## src/rtl/dma_trig_pkg.sv

```systemverilog
// Package: shared constants and the register write operation codes of the
// DMA trigger unit. Assumes a 6-bit channel index on every external port.
package dma_trig_pkg;

    localparam int IDX_W  = 6;   // channel index width on ports and chain field
    localparam int WORD_W = 3;   // descriptor word index width

    typedef enum logic [2:0] {
        OP_ENABLE     = 3'd0,
        OP_MANUAL     = 3'd1,
        OP_DMA_QUEUE  = 3'd2,
        OP_QDMA_QUEUE = 3'd3,
        OP_TRIG_WORD  = 3'd4,
        OP_CLR_MISS   = 3'd5
    } reg_op_e;

endpackage

```

## src/rtl/trig_rise_detect.sv

```systemverilog
// Module: trig_rise_detect
// Turns N level event lines into one-cycle rising-edge strobes.
// Assumes the lines are already synchronous to clk.
module trig_rise_detect #(
    parameter int N = 16
) (
    input  logic         clk,
    input  logic         rst_n,
    input  logic [N-1:0] lvl,
    output logic [N-1:0] rise
);
    logic [N-1:0] lvl_q;

    // Remember last cycle's line levels.
    always_ff @(posedge clk) begin
        if (!rst_n) lvl_q <= '0;
        else        lvl_q <= lvl;
    end

    // An edge is a line that is high now and was low before.
    always_comb rise = lvl & ~lvl_q;

endmodule

```

## src/rtl/trig_pend_bank.sv

```systemverilog
// Module: trig_pend_bank
// N pending bits with sticky miss bits. A trigger to a bit that is set and
// not cleared in the same cycle records a miss. Trigger wins over clear.
// Assumes trig, clr and miss_clr are single-cycle strobes.
module trig_pend_bank #(
    parameter int N = 16
) (
    input  logic         clk,
    input  logic         rst_n,
    input  logic [N-1:0] trig,
    input  logic [N-1:0] clr,
    input  logic [N-1:0] miss_clr,
    output logic [N-1:0] pend,
    output logic [N-1:0] miss
);
    // Update pending and miss bits each cycle.
    always_ff @(posedge clk) begin
        if (!rst_n) begin
            pend <= '0;
            miss <= '0;
        end else begin
            pend <= (pend & ~clr) | trig;
            miss <= (miss & ~miss_clr) | (trig & pend & ~clr);
        end
    end

endmodule

```

## src/rtl/trig_lowest_pick.sv

```systemverilog
// Module: trig_lowest_pick
// Finds the lowest set bit of a request vector. Purely combinational.
// Assumes IW is wide enough to hold N-1.
module trig_lowest_pick #(
    parameter int N  = 16,
    parameter int IW = 4
) (
    input  logic [N-1:0]  req,
    output logic          found,
    output logic [IW-1:0] idx
);
    // Scan from the top down so the lowest set bit is assigned last.
    always_comb begin
        found = 1'b0;
        idx   = '0;
        for (int i = N - 1; i >= 0; i--) begin
            if (req[i]) begin
                found = 1'b1;
                idx   = IW'(i);
            end
        end
    end

endmodule

```

## src/rtl/dma_trigger_unit.sv

```systemverilog
// Module: dma_trigger_unit
// Collects event, manual, chain and quick-descriptor triggers, keeps them
// pending and offers the lowest pending channel (DMA before quick) with its
// queue number over a valid/ready handshake.
// Assumes NUM_CH <= 64, NUM_QCH <= 64, NUM_Q <= 8, all inputs synchronous.
module dma_trigger_unit
    import dma_trig_pkg::*;
#(
    parameter int NUM_CH       = 16,
    parameter int NUM_QCH      = 8,
    parameter int NUM_Q        = 4,
    parameter int TRIG_WORD_RST = 7,
    localparam int QIW = (NUM_QCH > 1) ? $clog2(NUM_QCH) : 1,
    localparam int QW  = (NUM_Q > 1) ? $clog2(NUM_Q) : 1
) (
    input  logic               clk,
    input  logic               rst_n,
    input  logic [NUM_CH-1:0]  evt_in,
    input  logic               reg_wr,
    input  logic [2:0]         reg_op,
    input  logic [IDX_W-1:0]   reg_idx,
    input  logic [2:0]         reg_val,
    input  logic               qd_wr,
    input  logic [QIW-1:0]     qd_ch,
    input  logic [WORD_W-1:0]  qd_word,
    input  logic               cmp_valid,
    input  logic               cmp_chain_en,
    input  logic [IDX_W-1:0]   cmp_chain_tgt,
    input  logic               req_ready,
    output logic               req_valid,
    output logic               req_is_quick,
    output logic [IDX_W-1:0]   req_ch,
    output logic [QW-1:0]      req_queue,
    output logic [NUM_CH-1:0]  miss_dma,
    output logic [NUM_QCH-1:0] miss_qdma,
    output logic               irq_done,
    output logic               irq_err
);
    localparam int DIW = (NUM_CH > 1) ? $clog2(NUM_CH) : 1;

    logic [NUM_CH-1:0]  ch_en;
    logic [QW-1:0]      dma_q  [NUM_CH];
    logic [QW-1:0]      qdma_q [NUM_QCH];
    logic [WORD_W-1:0]  qdma_tw[NUM_QCH];

    logic [NUM_CH-1:0]  evt_rise;
    logic [NUM_CH-1:0]  dma_trig, dma_clr, dma_mclr, dma_pend;
    logic [NUM_QCH-1:0] qdma_trig, qdma_clr, qdma_mclr, qdma_pend;
    logic               d_found, q_found, grant;
    logic [DIW-1:0]     d_idx;
    logic [QIW-1:0]     q_idx;

    // Edge detection of the fixed one-to-one event lines.
    trig_rise_detect #(.N(NUM_CH)) u_rise (
        .clk  (clk),
        .rst_n(rst_n),
        .lvl  (evt_in),
        .rise (evt_rise)
    );

    // Per DMA channel: enable bit, queue number, trigger and clear decode.
    for (genvar i = 0; i < NUM_CH; i++) begin : g_dma
        logic sel;
        assign sel = (reg_idx == IDX_W'(i));

        // Hold the enable bit and queue number of channel i.
        always_ff @(posedge clk) begin
            if (!rst_n) begin
                ch_en[i] <= 1'b0;
                dma_q[i] <= '0;
            end else if (reg_wr && sel) begin
                if (reg_op == OP_ENABLE)    ch_en[i] <= reg_val[0];
                if (reg_op == OP_DMA_QUEUE) dma_q[i] <= reg_val[QW-1:0];
            end
        end

        // Merge event, manual and chain triggers of channel i.
        always_comb begin
            dma_trig[i] = (evt_rise[i] & ch_en[i])
                        | (reg_wr && reg_op == OP_MANUAL && sel)
                        | (cmp_valid && cmp_chain_en && cmp_chain_tgt == IDX_W'(i));
            dma_mclr[i] = reg_wr && reg_op == OP_CLR_MISS && !reg_val[0] && sel;
            dma_clr[i]  = grant && d_found && (d_idx == DIW'(i));
        end
    end

    // Per quick channel: queue number, trigger word, trigger and clear decode.
    for (genvar q = 0; q < NUM_QCH; q++) begin : g_qdma
        logic sel;
        assign sel = (reg_idx == IDX_W'(q));

        // Hold the queue number and trigger word of quick channel q.
        always_ff @(posedge clk) begin
            if (!rst_n) begin
                qdma_q[q]  <= '0;
                qdma_tw[q] <= WORD_W'(TRIG_WORD_RST);
            end else if (reg_wr && sel) begin
                if (reg_op == OP_QDMA_QUEUE) qdma_q[q]  <= reg_val[QW-1:0];
                if (reg_op == OP_TRIG_WORD)  qdma_tw[q] <= reg_val;
            end
        end

        // A descriptor write at the trigger word starts quick channel q.
        always_comb begin
            qdma_trig[q] = qd_wr && (qd_ch == QIW'(q)) && (qd_word == qdma_tw[q]);
            qdma_mclr[q] = reg_wr && reg_op == OP_CLR_MISS && reg_val[0] && sel;
            qdma_clr[q]  = grant && !d_found && q_found && (q_idx == QIW'(q));
        end
    end

    // Pending state of the DMA channels.
    trig_pend_bank #(.N(NUM_CH)) u_dbank (
        .clk     (clk),
        .rst_n   (rst_n),
        .trig    (dma_trig),
        .clr     (dma_clr),
        .miss_clr(dma_mclr),
        .pend    (dma_pend),
        .miss    (miss_dma)
    );

    // Pending state of the quick channels.
    trig_pend_bank #(.N(NUM_QCH)) u_qbank (
        .clk     (clk),
        .rst_n   (rst_n),
        .trig    (qdma_trig),
        .clr     (qdma_clr),
        .miss_clr(qdma_mclr),
        .pend    (qdma_pend),
        .miss    (miss_qdma)
    );

    // Lowest pending DMA channel.
    trig_lowest_pick #(.N(NUM_CH), .IW(DIW)) u_dpick (
        .req  (dma_pend),
        .found(d_found),
        .idx  (d_idx)
    );

    // Lowest pending quick channel.
    trig_lowest_pick #(.N(NUM_QCH), .IW(QIW)) u_qpick (
        .req  (qdma_pend),
        .found(q_found),
        .idx  (q_idx)
    );

    // Build the offer: DMA channels win over quick channels.
    always_comb begin
        req_valid    = d_found | q_found;
        req_is_quick = !d_found && q_found;
        grant        = req_valid && req_ready;
        if (d_found) begin
            req_ch    = IDX_W'(d_idx);
            req_queue = dma_q[d_idx];
        end else if (q_found) begin
            req_ch    = IDX_W'(q_idx);
            req_queue = qdma_q[q_idx];
        end else begin
            req_ch    = '0;
            req_queue = '0;
        end
        irq_err = (|miss_dma) | (|miss_qdma);
    end

    // One-cycle completion interrupt.
    always_ff @(posedge clk) begin
        if (!rst_n) irq_done <= 1'b0;
        else        irq_done <= cmp_valid;
    end

endmodule

```

## config.mk

```make
export PLATFORM = sky130hd
export DESIGN_NAME = dma_trigger_unit
export DESIGN_NICKNAME = d
export VERILOG_FILES = /design/src/rtl/dma_trig_pkg.sv /design/src/rtl/trig_rise_detect.sv /design/src/rtl/trig_pend_bank.sv /design/src/rtl/trig_lowest_pick.sv /design/src/rtl/dma_trigger_unit.sv
export SDC_FILE = /design/constraint.sdc
export NUM_CORES = 1
export LEC_CHECK = 0
export BUFFER_PORTS_ARGS = -buffer_cell sky130_fd_sc_hd__buf_2
export CAP_MARGIN = 20
export CORE_ASPECT_RATIO = 1.2
export CORE_MARGIN = 2
export CORE_UTILIZATION = 45
export CTS_CLUSTER_DIAMETER = 200
export DETAILED_ROUTE_END_ITERATION = 8
export PLACE_DENSITY = 0.7
export SYNTH_ARGS = -nofsm -noshare
export SYNTH_HDL_FRONTEND = slang
export SYNTH_HIERARCHICAL = 1
export SYNTH_SLANG_ARGS = --single-unit
export TNS_END_PERCENT = 10
```

## constraint.sdc

```tcl
create_clock -name clk -period 2.48 [get_ports clk]
set_clock_uncertainty 0.15 [all_clocks]
set_input_delay 0.496 -clock clk [delete_from_list [all_inputs] [get_ports clk]]
set_output_delay 0.496 -clock clk [all_outputs]
set_load 0.05 [all_outputs]
```

* Yosys cells after proc, flatten, opt, wreduce, memory -nomap -nowiden
Memories as Yosys holds them, arrays and structs flattened. Cells that the tools add are included. Widths: inputs -> output; s select.
Operators by class: muxes and demuxes 184, equal/unequal tests 72, reductions and logical operators 148, bitwise operators 100
Operator list (count):
- $mux 1 | 124
- $logic_and 1x1->1 | 122
- $eq 6x4->1 const B | 16
- $and 16x16->16 | 5
- $mux 4 | 17
- $or 1x1->1 | 66
- $mux 2 | 26
- $mux 3 | 17
- $eq 6x3->1 const B | 8
- $not 16->16 | 3
- $and 8x8->8 | 4
- $eq 4x4->1 const B | 8
- $or 16x16->16 | 2
- $reduce_and 2->1 | 16
- $eq 3x3->1 const B | 10
- $eq 3x3->1 | 8
- $eq 6x2->1 const B | 4
- $eq 3x2->1 const B | 6
- $and 1x1->1 | 16
- $eq 4x3->1 const B | 4
- $not 8->8 | 2
- $or 8x8->8 | 2
- $reduce_or 16->1 | 1
- $eq 6x1->1 const B | 2
- other kinds (8) | 15
Word-level totals: memories kept 3, bits of input ports 47, output and inout port bits 36, memory bits (writable) 72, flip-flop bits (word level) 81, logic and storage cells 529
Memories:
- dma_q | words 16, bits a word 2, rd ports 1, clocked after memory_dff 0, wr ports 16, RTL line dma_trigger_unit.sv:42 | logic [QW-1:0] dma_q [NUM_CH];
- qdma_tw | words 8, bits a word 3, rd ports 8, clocked after memory_dff 0, wr ports 8, RTL line dma_trigger_unit.sv:44 | logic [WORD_W-1:0] qdma_tw[NUM_QCH];
- qdma_q | words 8, bits a word 2, rd ports 1, clocked after memory_dff 0, wr ports 8, RTL line dma_trigger_unit.sv:43 | logic [QW-1:0] qdma_q [NUM_QCH];

* Longest topological paths before layout
Gate-level depths: netlist of run 1.
word-level depth 24, mapped depth 10, gate-level depth less buffers 9

* Hierarchy
Netlist of run 1, hierarchy kept.
Modules (own cells, without submodules):
- dma_trigger_unit | instances 1, area each 5197.5 um^2, cells an instance 553
- trig_pend_bank (u_dbank) | instances 1, area each 1187.4 um^2, cells an instance 101
- trig_pend_bank (u_qbank) | instances 1, area each 591.8 um^2, cells an instance 50
- trig_rise_detect | instances 1, area each 531.8 um^2, cells an instance 49
- trig_lowest_pick (u_dpick) | instances 1, area each 178.9 um^2, cells an instance 33
- trig_lowest_pick (u_qpick) | instances 1, area each 80.1 um^2, cells an instance 13

* Worst setup path before layout of run 1
No wires, ideal clock.
path type register -> output, from reg u_dbank.pend[15], to out req_queue[0], stages on the path, launching flop included 9, slack -0.405 ns, buffers on the path 1, data required time 1.834 ns, data arrival time 2.239 ns, cell sequence dfxtp_1 -> nor2_1 -> nor3_1 -> o31ai_1 -> a31oi_1 -> buf_2 -> mux4_2 -> mux2i_1 -> o211ai_1
On the way: cells in the longest elaborated chain, start to end 18
Ends and longest elaborated chain:
- start: declaration | RTL line trig_pend_bank.sv:13 | output logic [N-1:0] pend,
- start signal: assignment | RTL line trig_pend_bank.sv:22 | pend <= (pend & ~clr) | trig;
- $mux 4 (16 in series) | RTL line trig_lowest_pick.sv:17 | if (req[i]) begin
- named net d_idx[1] | RTL line dma_trigger_unit.sv:50 | logic [DIW-1:0] d_idx;
- $mem_v2 16x2
- $mux 2 | RTL line dma_trigger_unit.sv:152 | if (d_found) begin
- end: declaration | RTL line dma_trigger_unit.sv:33 | output logic [QW-1:0] req_queue,
The timed path passes the listed nets, and every way through them passes these cells.

* Worst setup path after layout of run 1
from reg u_qbank.pend[2], to out req_queue[1]
On the way: cells in the longest elaborated chain, start to end 6
Ends and longest elaborated chain:
- start: declaration | RTL line trig_pend_bank.sv:13
- start signal: assignment | RTL line trig_pend_bank.sv:22
- $mux 3 (3 in series) | RTL line trig_lowest_pick.sv:17
- named net q_idx[0] | RTL line dma_trigger_unit.sv:51 | logic [QIW-1:0] q_idx;
- $mem_v2 8x2
- $mux 2 | RTL line dma_trigger_unit.sv:155 | end else if (q_found) begin
- $mux 2 | RTL line dma_trigger_unit.sv:152
The timed path passes the listed nets, and every way through them passes these cells.

==> results.sh, run 1 <==
export IMPL_period_share_pct=125
export IMPL_track_usage_pct=24.0
export IMPL_use_met3_pct=4.40
export IMPL_antenna_left=0
export IMPL_ys_warnings_count=6
export IMPL_r2r_slack_ns=-0.09
export IMPL_setup_worst_path_start_class="register"
export IMPL_r2r_start="u_dbank/pend[10]"
export IMPL_synth_top_area_share_pct=27.8
export IMPL_maxSlewViolCount=0
export IMPL_gp_congestion=0.884
export IMPL_post_dp_hpwl_um=16100
export IMPL_initial_utilization_pct=45.9
export IMPL_grt_setup_unrepaired="yes"
export IMPL_crit_end="req_queue[1]"
export IMPL_drc=0
export IMPL_syn_area_um2=7770
export IMPL_timing_rr_end="u_qbank/miss[0]"
export IMPL_crit_fanout=6
export IMPL_synth_seq_cells=153
export IMPL_initialDrtViolationCount=569
export IMPL_met2_usage_pct=38.0
export IMPL_hp_start="cmp_valid"
export IMPL_path_class="reg2out"
export IMPL_clkSinkCount=153
export IMPL_failed_checks="setup timing"
export IMPL_irDropWorstVdd_v=0.000415
export IMPL_syn_inst=799
export IMPL_yosys_area_top_type="edfxtp_1"
export IMPL_rows=52
export IMPL_place_area_um2=8720
export IMPL_end_kind="output pin"
export IMPL_power_leakage_nw=3.57
export IMPL_synth_async_reset_ratio_pct=0
export IMPL_core_um2=16900
export IMPL_final_common_cell="nor2_1"
export IMPL_path_clk_slew_ns=0.06
export IMPL_utilization_pct=56.3
export IMPL_outcome="finished, violations left"
export IMPL_period_minus_slack_ns=3.10
export IMPL_cts_tree="yes"
export IMPL_arrival_ns=2.45
export IMPL_portBuffers=80
export IMPL_grt_max_degree=94
export IMPL_dr_pass1_iters=5
export IMPL_synth_seq_area_share_pct=48.7
export IMPL_ioPinCount=83
export IMPL_multiInputGateArea_um2=3820
export IMPL_yosys_cell_types_count=66
export IMPL_pre_cts_ws_ns=-0.213
export IMPL_ys_flop_type="dfxtp_1"
export IMPL_die_h_um=148
export IMPL_ctsHtreeMaxLevel=4
export IMPL_relSlewSlack_pct=52.8
export IMPL_finalHoldViolCount=0
export IMPL_fillerInstances=1499
export IMPL_die_area_um2=18300
export IMPL_max_freq_mhz=323
export IMPL_avgSynthCellArea_um2=9.72
export IMPL_worstHoldPathType="in2reg"
export IMPL_antenna_cells=0
export IMPL_setup_viol_count_final=18
export IMPL_reg2reg_depth=10
export IMPL_grt_pass1_vias=6109
export IMPL_setup_slack_ns=-0.618
export IMPL_globalRouteMet1Util_pct=32.5
export IMPL_drive_gt1_share_pct=25.9
export IMPL_power_density_nw_per_um2=605
export IMPL_antenna_found_initial=0
export IMPL_vias=6482
export IMPL_worst_pin_slew_ns=0.702
export IMPL_final_nets=972
export IMPL_avgViaCountPerCell=5.62
export IMPL_final_cell_mix="nor2_1, dfxtp_1, nand2_1, edfxtp_1, buf_2"
export IMPL_regArea_um2=3790
export IMPL_hold_ws_ns=0.133
export IMPL_clk_path_buf_depth=2
export IMPL_drt_wl_total_um=21400
export IMPL_cp_required_ns=1.83
export IMPL_max_cap_viol_count=0
export IMPL_cts_made_buffers=17
export IMPL_critPathLaunch="u_qbank/pend[2]"
export IMPL_grt_overflow=0
export IMPL_wl_per_cell_um=18.5
export IMPL_finish_instance_area_um2=9520
export IMPL_root_buffer="clkbuf_16"
export IMPL_area_growth_pct=22.5
export IMPL_finalSetupTns_ns=-4.15
export IMPL_busiest_layer="met2"
export IMPL_synthTopCellsByArea="edfxtp_1, dfxtp_1, nor2_1"
export IMPL_grt_pass1_wl_um=33000
export IMPL_die_w_um=124
export IMPL_synth_edf_count=72
export IMPL_clkLatencyLatePin_ns=0.42
## per-layer routing
layer  share of wire [%]  vias to the layer above
li1                    -                     3138
met1                  42                     3043
met2                  48                      257
met3                 7.5                       44
met4                 3.1                        0
met5                   0                        -
## sequential cells by signal, indices dropped and copies added, names as in the netlist
name          flops
u_rise/lvl_q     16
u_qbank/miss      8
u_dbank/pend     16
qdma_q           16
ch_en            16
qdma_tw          24
u_dbank/miss     16
dma_q            32
irq_done          1
u_qbank/pend      8
## through the flow
stage	cells	total power, W
2_1_floorplan	800	0.00309
3_3_place_gp	1115	0.00326
3_5_place_dp	1115	0.00327
4_1_cts	1148	0.00575
5_1_grt	1154	0.00594
6_report	1154	0.00575
## report_power, final
part	switching [W]	total, W	internal (W)	leakage, nW
combinational	0.000302	0.000513	0.000211	1.93
clock	0.000999	0.00249	0.00149	0.274
sequential	0.0000324	0.00275	0.00272	1.36
## worst max-delay path: stages, from the launching register on
cell and delay, ns:
dfxtp_2 0.33, o41ai_2 0.33, buf_4 0.21, mux4_2 0.50, mux2_2 0.27, nand2_1 0.09, o211ai_1 0.10, buf_4 0.20
## cell families after synthesis
family,Yosys count,share of synthesized area [%]
buffers and inverters,53,3.38
muxes,20,3.90
AOI/OAI and AO/OA,152,13.0
and+or+nand+nor,396,28.2
DFF,153,48.7
xor gates and xnor gates,24,2.71
other,1,0.0483
## how the worst min path moves through the flow
stage	end	slack, ns	cells past startpoint
global route	u_rise/lvl_q[3]	0.13	2
global placement	ch_en[13]	0.33	2
detailed placement	ch_en[13]	0.33	2
floorplan	ch_en[1]	0.30	2
CTS	irq_done	0.12	2
finish	irq_done	0.13	2
## timing repair
item                                    CTS  global route
hold buffers                              0             0
resized for setup                        17            37
endpoints found under the setup margin   16            49
pin swaps                                 3            14
gates cloned                              0             1
setup buffers                             1             5
## cell type report
type,instances,share of cell area (%)
Clock inverter,13,1.33
Multi-Input combinational cell,594,40.2
Inverter,6,0.237
Timing Repair Buffer,153,10.9
Clock buffer,19,4.65
Sequential cell,153,39.9
Tap cell,216,2.84
## synthesized netlist by cell type (all sizes together), types with 2 or more instances
master / count
a21oi: 21
a32oi: 2
nor2b: 52
or3: 2
edfxtp: 72
a22o: 2
mux2i: 10
inv: 6
nor4: 15
a22oi: 3
nand4: 17
nor2: 108
nand3b: 9
clkbuf: 25
and3b: 25
xnor2: 5
dfxtp: 81
nor4b: 3
mux2: 2
and3: 5
nor3b: 6
o21a: 24
nand2b: 5
nor3: 14
o221ai: 11
o21ai: 53
nand3: 31
and2: 20
a31o: 24
buf: 22
nand2: 74
mux4: 8
or2: 3
xor2: 19
or3b: 2
o211ai: 2
Note: power is estimated with default switching activity, not from simulation.
==> run 2: changes to the inputs <==
RECOVER_POWER = 25   (was not set)
SYNTH_HIERARCHICAL = not set   (was 1)
TNS_END_PERCENT = not set   (was 10)
==> results.sh, run 2 <==
export IMPL_outcome="finished, violations left"
export IMPL_failed_checks="setup timing"
export IMPL_maxSlewViolCount=0
export IMPL_ioPinCount=83
export IMPL_worstHoldPathType="in2reg"
export IMPL_antenna_left=0
export IMPL_root_buffer="clkbuf_16"
export IMPL_hold_ws_ns=0.146
export IMPL_clkSinkCount=153
export IMPL_track_usage_pct=25.5
export IMPL_hp_start="evt_in[6]"
export IMPL_crit_fanout=7
export IMPL_ys_flop_type="dfxtp_1"
export IMPL_internal_power_w=0.00429
export IMPL_period_share_pct=132
export IMPL_ys_warnings_count=0
export IMPL_synth_top_area_share_pct=28.7
export IMPL_grt_max_degree=58
export IMPL_drc=0
export IMPL_top_register="dma_q"
export IMPL_setup_viol_count_final=6
export IMPL_grt_pass1_wl_um=34500
export IMPL_hold_buffers=0
export IMPL_synthTopCellsByArea="edfxtp_1, dfxtp_1, o21ai_0"
export IMPL_final_common_cell="buf_4"
export IMPL_die_h_um=146
export IMPL_power_density_nw_per_um2=572
export IMPL_die_w_um=122
export IMPL_setup_worst_path_start_class="register"
export IMPL_die_area_um2=17800
export IMPL_critPathSlowestCell="or3_1"
export IMPL_cts_tree="yes"
export IMPL_irDropWorstVdd_v=0.000477
export IMPL_vias=6870
export IMPL_relSlewSlack_pct=31.5
export IMPL_gp_congestion=0.919
export IMPL_final_cell_mix="buf_4, nor2_1, o21ai_0"
export IMPL_initial_utilization_pct=46.2
export IMPL_r2r_start="u_dbank.pend[15]"
export IMPL_synth_seq_cells=153
export IMPL_critPathLaunch="u_dbank.pend[7]"
export IMPL_yosys_cell_types_count=70
export IMPL_portBuffers=80
export IMPL_largest_reg_flops=32
export IMPL_path_clk_slew_ns=0.06
export IMPL_crit_family="compound AO/OA/AOI/OAI gates"
export IMPL_drive_gt1_share_pct=28.4
export IMPL_end_kind="output pin"
export IMPL_max_cap_viol_count=0
export IMPL_initialDrtViolationCount=575
export IMPL_sw_frac_of_total_pct=23.5
export IMPL_grt_setup_unrepaired="yes"
export IMPL_ctsHtreeMaxLevel=4
export IMPL_period_minus_slack_ns=3.26
export IMPL_top_regs="dma_q: 32 flops, qdma_tw: 24 flops"
export IMPL_seq_power_share_pct=48.9
export IMPL_synth_edf_count=72
export IMPL_clkLatencyLatePin_ns=0.42
export IMPL_post_dp_hpwl_um=16700
export IMPL_finalHoldViolCount=0
export IMPL_wl_per_cell_um=18.6
export IMPL_dr_pass1_iters=7
export IMPL_antenna_found_initial=0
export IMPL_syn_area_um2=7540
export IMPL_critical_path_max_stage_delay_ns=0.36
export IMPL_core_um2=16300
export IMPL_clk_path_buf_depth=2
export IMPL_power_w=0.00561
export IMPL_arrival_ns=2.62
export IMPL_rows=51
export IMPL_cp_required_ns=1.83
export IMPL_syn_inst=795
export IMPL_max_freq_mhz=306
export IMPL_setup_slack_ns=-0.785
export IMPL_synth_async_reset_ratio_pct=0
export IMPL_clkPwrFrac_pct=41.4
export IMPL_path_cells="or3_1, o221ai_2, a21o_2, buf_4, mux2i_1, o22ai_1, a31oi_1, nand3_4, buf_6"
export IMPL_power_leakage_nw=3.59
export IMPL_cts_made_buffers=17
export IMPL_avgViaCountPerCell=5.73
export IMPL_utilization_pct=60.0
export IMPL_synthMostInstantiatedCell="nor2_1"
export IMPL_grt_pass1_vias=6495
export IMPL_drt_wl_total_um=22300
export IMPL_synth_seq_area_share_pct=50.2
export IMPL_path_class="reg2out"
export IMPL_avgSynthCellArea_um2=9.49
export IMPL_yosys_area_top_type="edfxtp_1"
export IMPL_final_nets=1020
export IMPL_netlist_top_cells_count="nor2_1, o21ai_0, dfxtp_1"
export IMPL_cp_num_buf_inv=2
export IMPL_grt_overflow=0
export IMPL_worst_pin_slew_ns=1.03
export IMPL_p_switching_w=0.00132
export IMPL_combinationalPowerShare_pct=9.7
export IMPL_area_growth_pct=29.9
-- run 2: cell types whose count changed after synthesis, sizes merged, moves of 11 or more --
cell	previous run	this run
a31o	24	0
nor2b	52	17
buf	22	7
a21boi	0	34
o21ai	53	97
and2	20	31
xor2	19	8
and3b	25	1
xnor2	5	16
-- run 2: metrics by stage --
stage / std cells / worst slack, ns / area (um2) / setup TNS, ns
2_1_floorplan: 796 / -0.223 / 7630 / -0.595
3_3_place_gp: 1158 / -0.432 / 8930 / -0.968
3_5_place_dp: 1158 / -0.467 / 8930 / -1.04
4_1_cts: 1193 / -0.832 / 9630 / -3.26
5_1_grt: 1198 / -0.883 / 9790 / -5.83
6_report: 1199 / -0.785 / 9800 / -3.22
-- run 2: cell type report --
cell class	instances	area [um2]
antenna	1	2.50
clock buffer	21	440
clock inverter	11	81.3
fill	1426	6540
inverter	13	51.3
multi-input combinational	595	3800
sequential	153	3800
tap	212	265
timing repair buffer	193	1350
-- run 2: cell families (layout without fill, tap and decap cells) --
group                     after synthesis  count (layout)  synth area share [%]
muxes                                  24              24                  3.27
AOI/OAI and AO/OA                     209             209                  18.0
other                                   1               3                0.0497
buffers and inverters                  48             238                  2.80
and+or+nand+nor                       336             336                  22.9
xor gates and xnor gates               24              24                  2.79
DFF                                   153             153                  50.2
-- run 2: repair_timing --
action,CTS,global route
resized for setup,48,38
pin swaps,8,20
setup endpoints to repair,8,15
setup buffers,4,6
-- run 2: power by group through the flow --
stage	logic, W	clock network [W]	registers [W]
after floorplan	0.000303	0	0.00279
after global placement	0.000485	0	0.00280
after detailed placement	0.000493	0	0.00280
after CTS	0.000524	0.00234	0.00274
after global routing	0.000580	0.00244	0.00275
final	0.000543	0.00232	0.00274
-- run 2: routing by layer --
layer | up-vias | GRT usage (%) | wire length [um]
met5 | - | 0 | 0
met4 | 0 | 11.3 | 844
met3 | 54 | 5.29 | 1770
met2 | 367 | 39.9 | 10500
met1 | 3202 | 33.9 | 9260
li1 | 3247 | - | -
-- run 2: final timing paths --
path	to	slack [ns]	cells past startpoint
worst max-delay path	req_queue[0]	-0.78	9
worst min-delay path	u_rise.lvl_q[6]	0.15	2
worst max register to register	u_dbank.miss[7]	0.05	11
worst min register to register	ch_en[8]	0.32	2
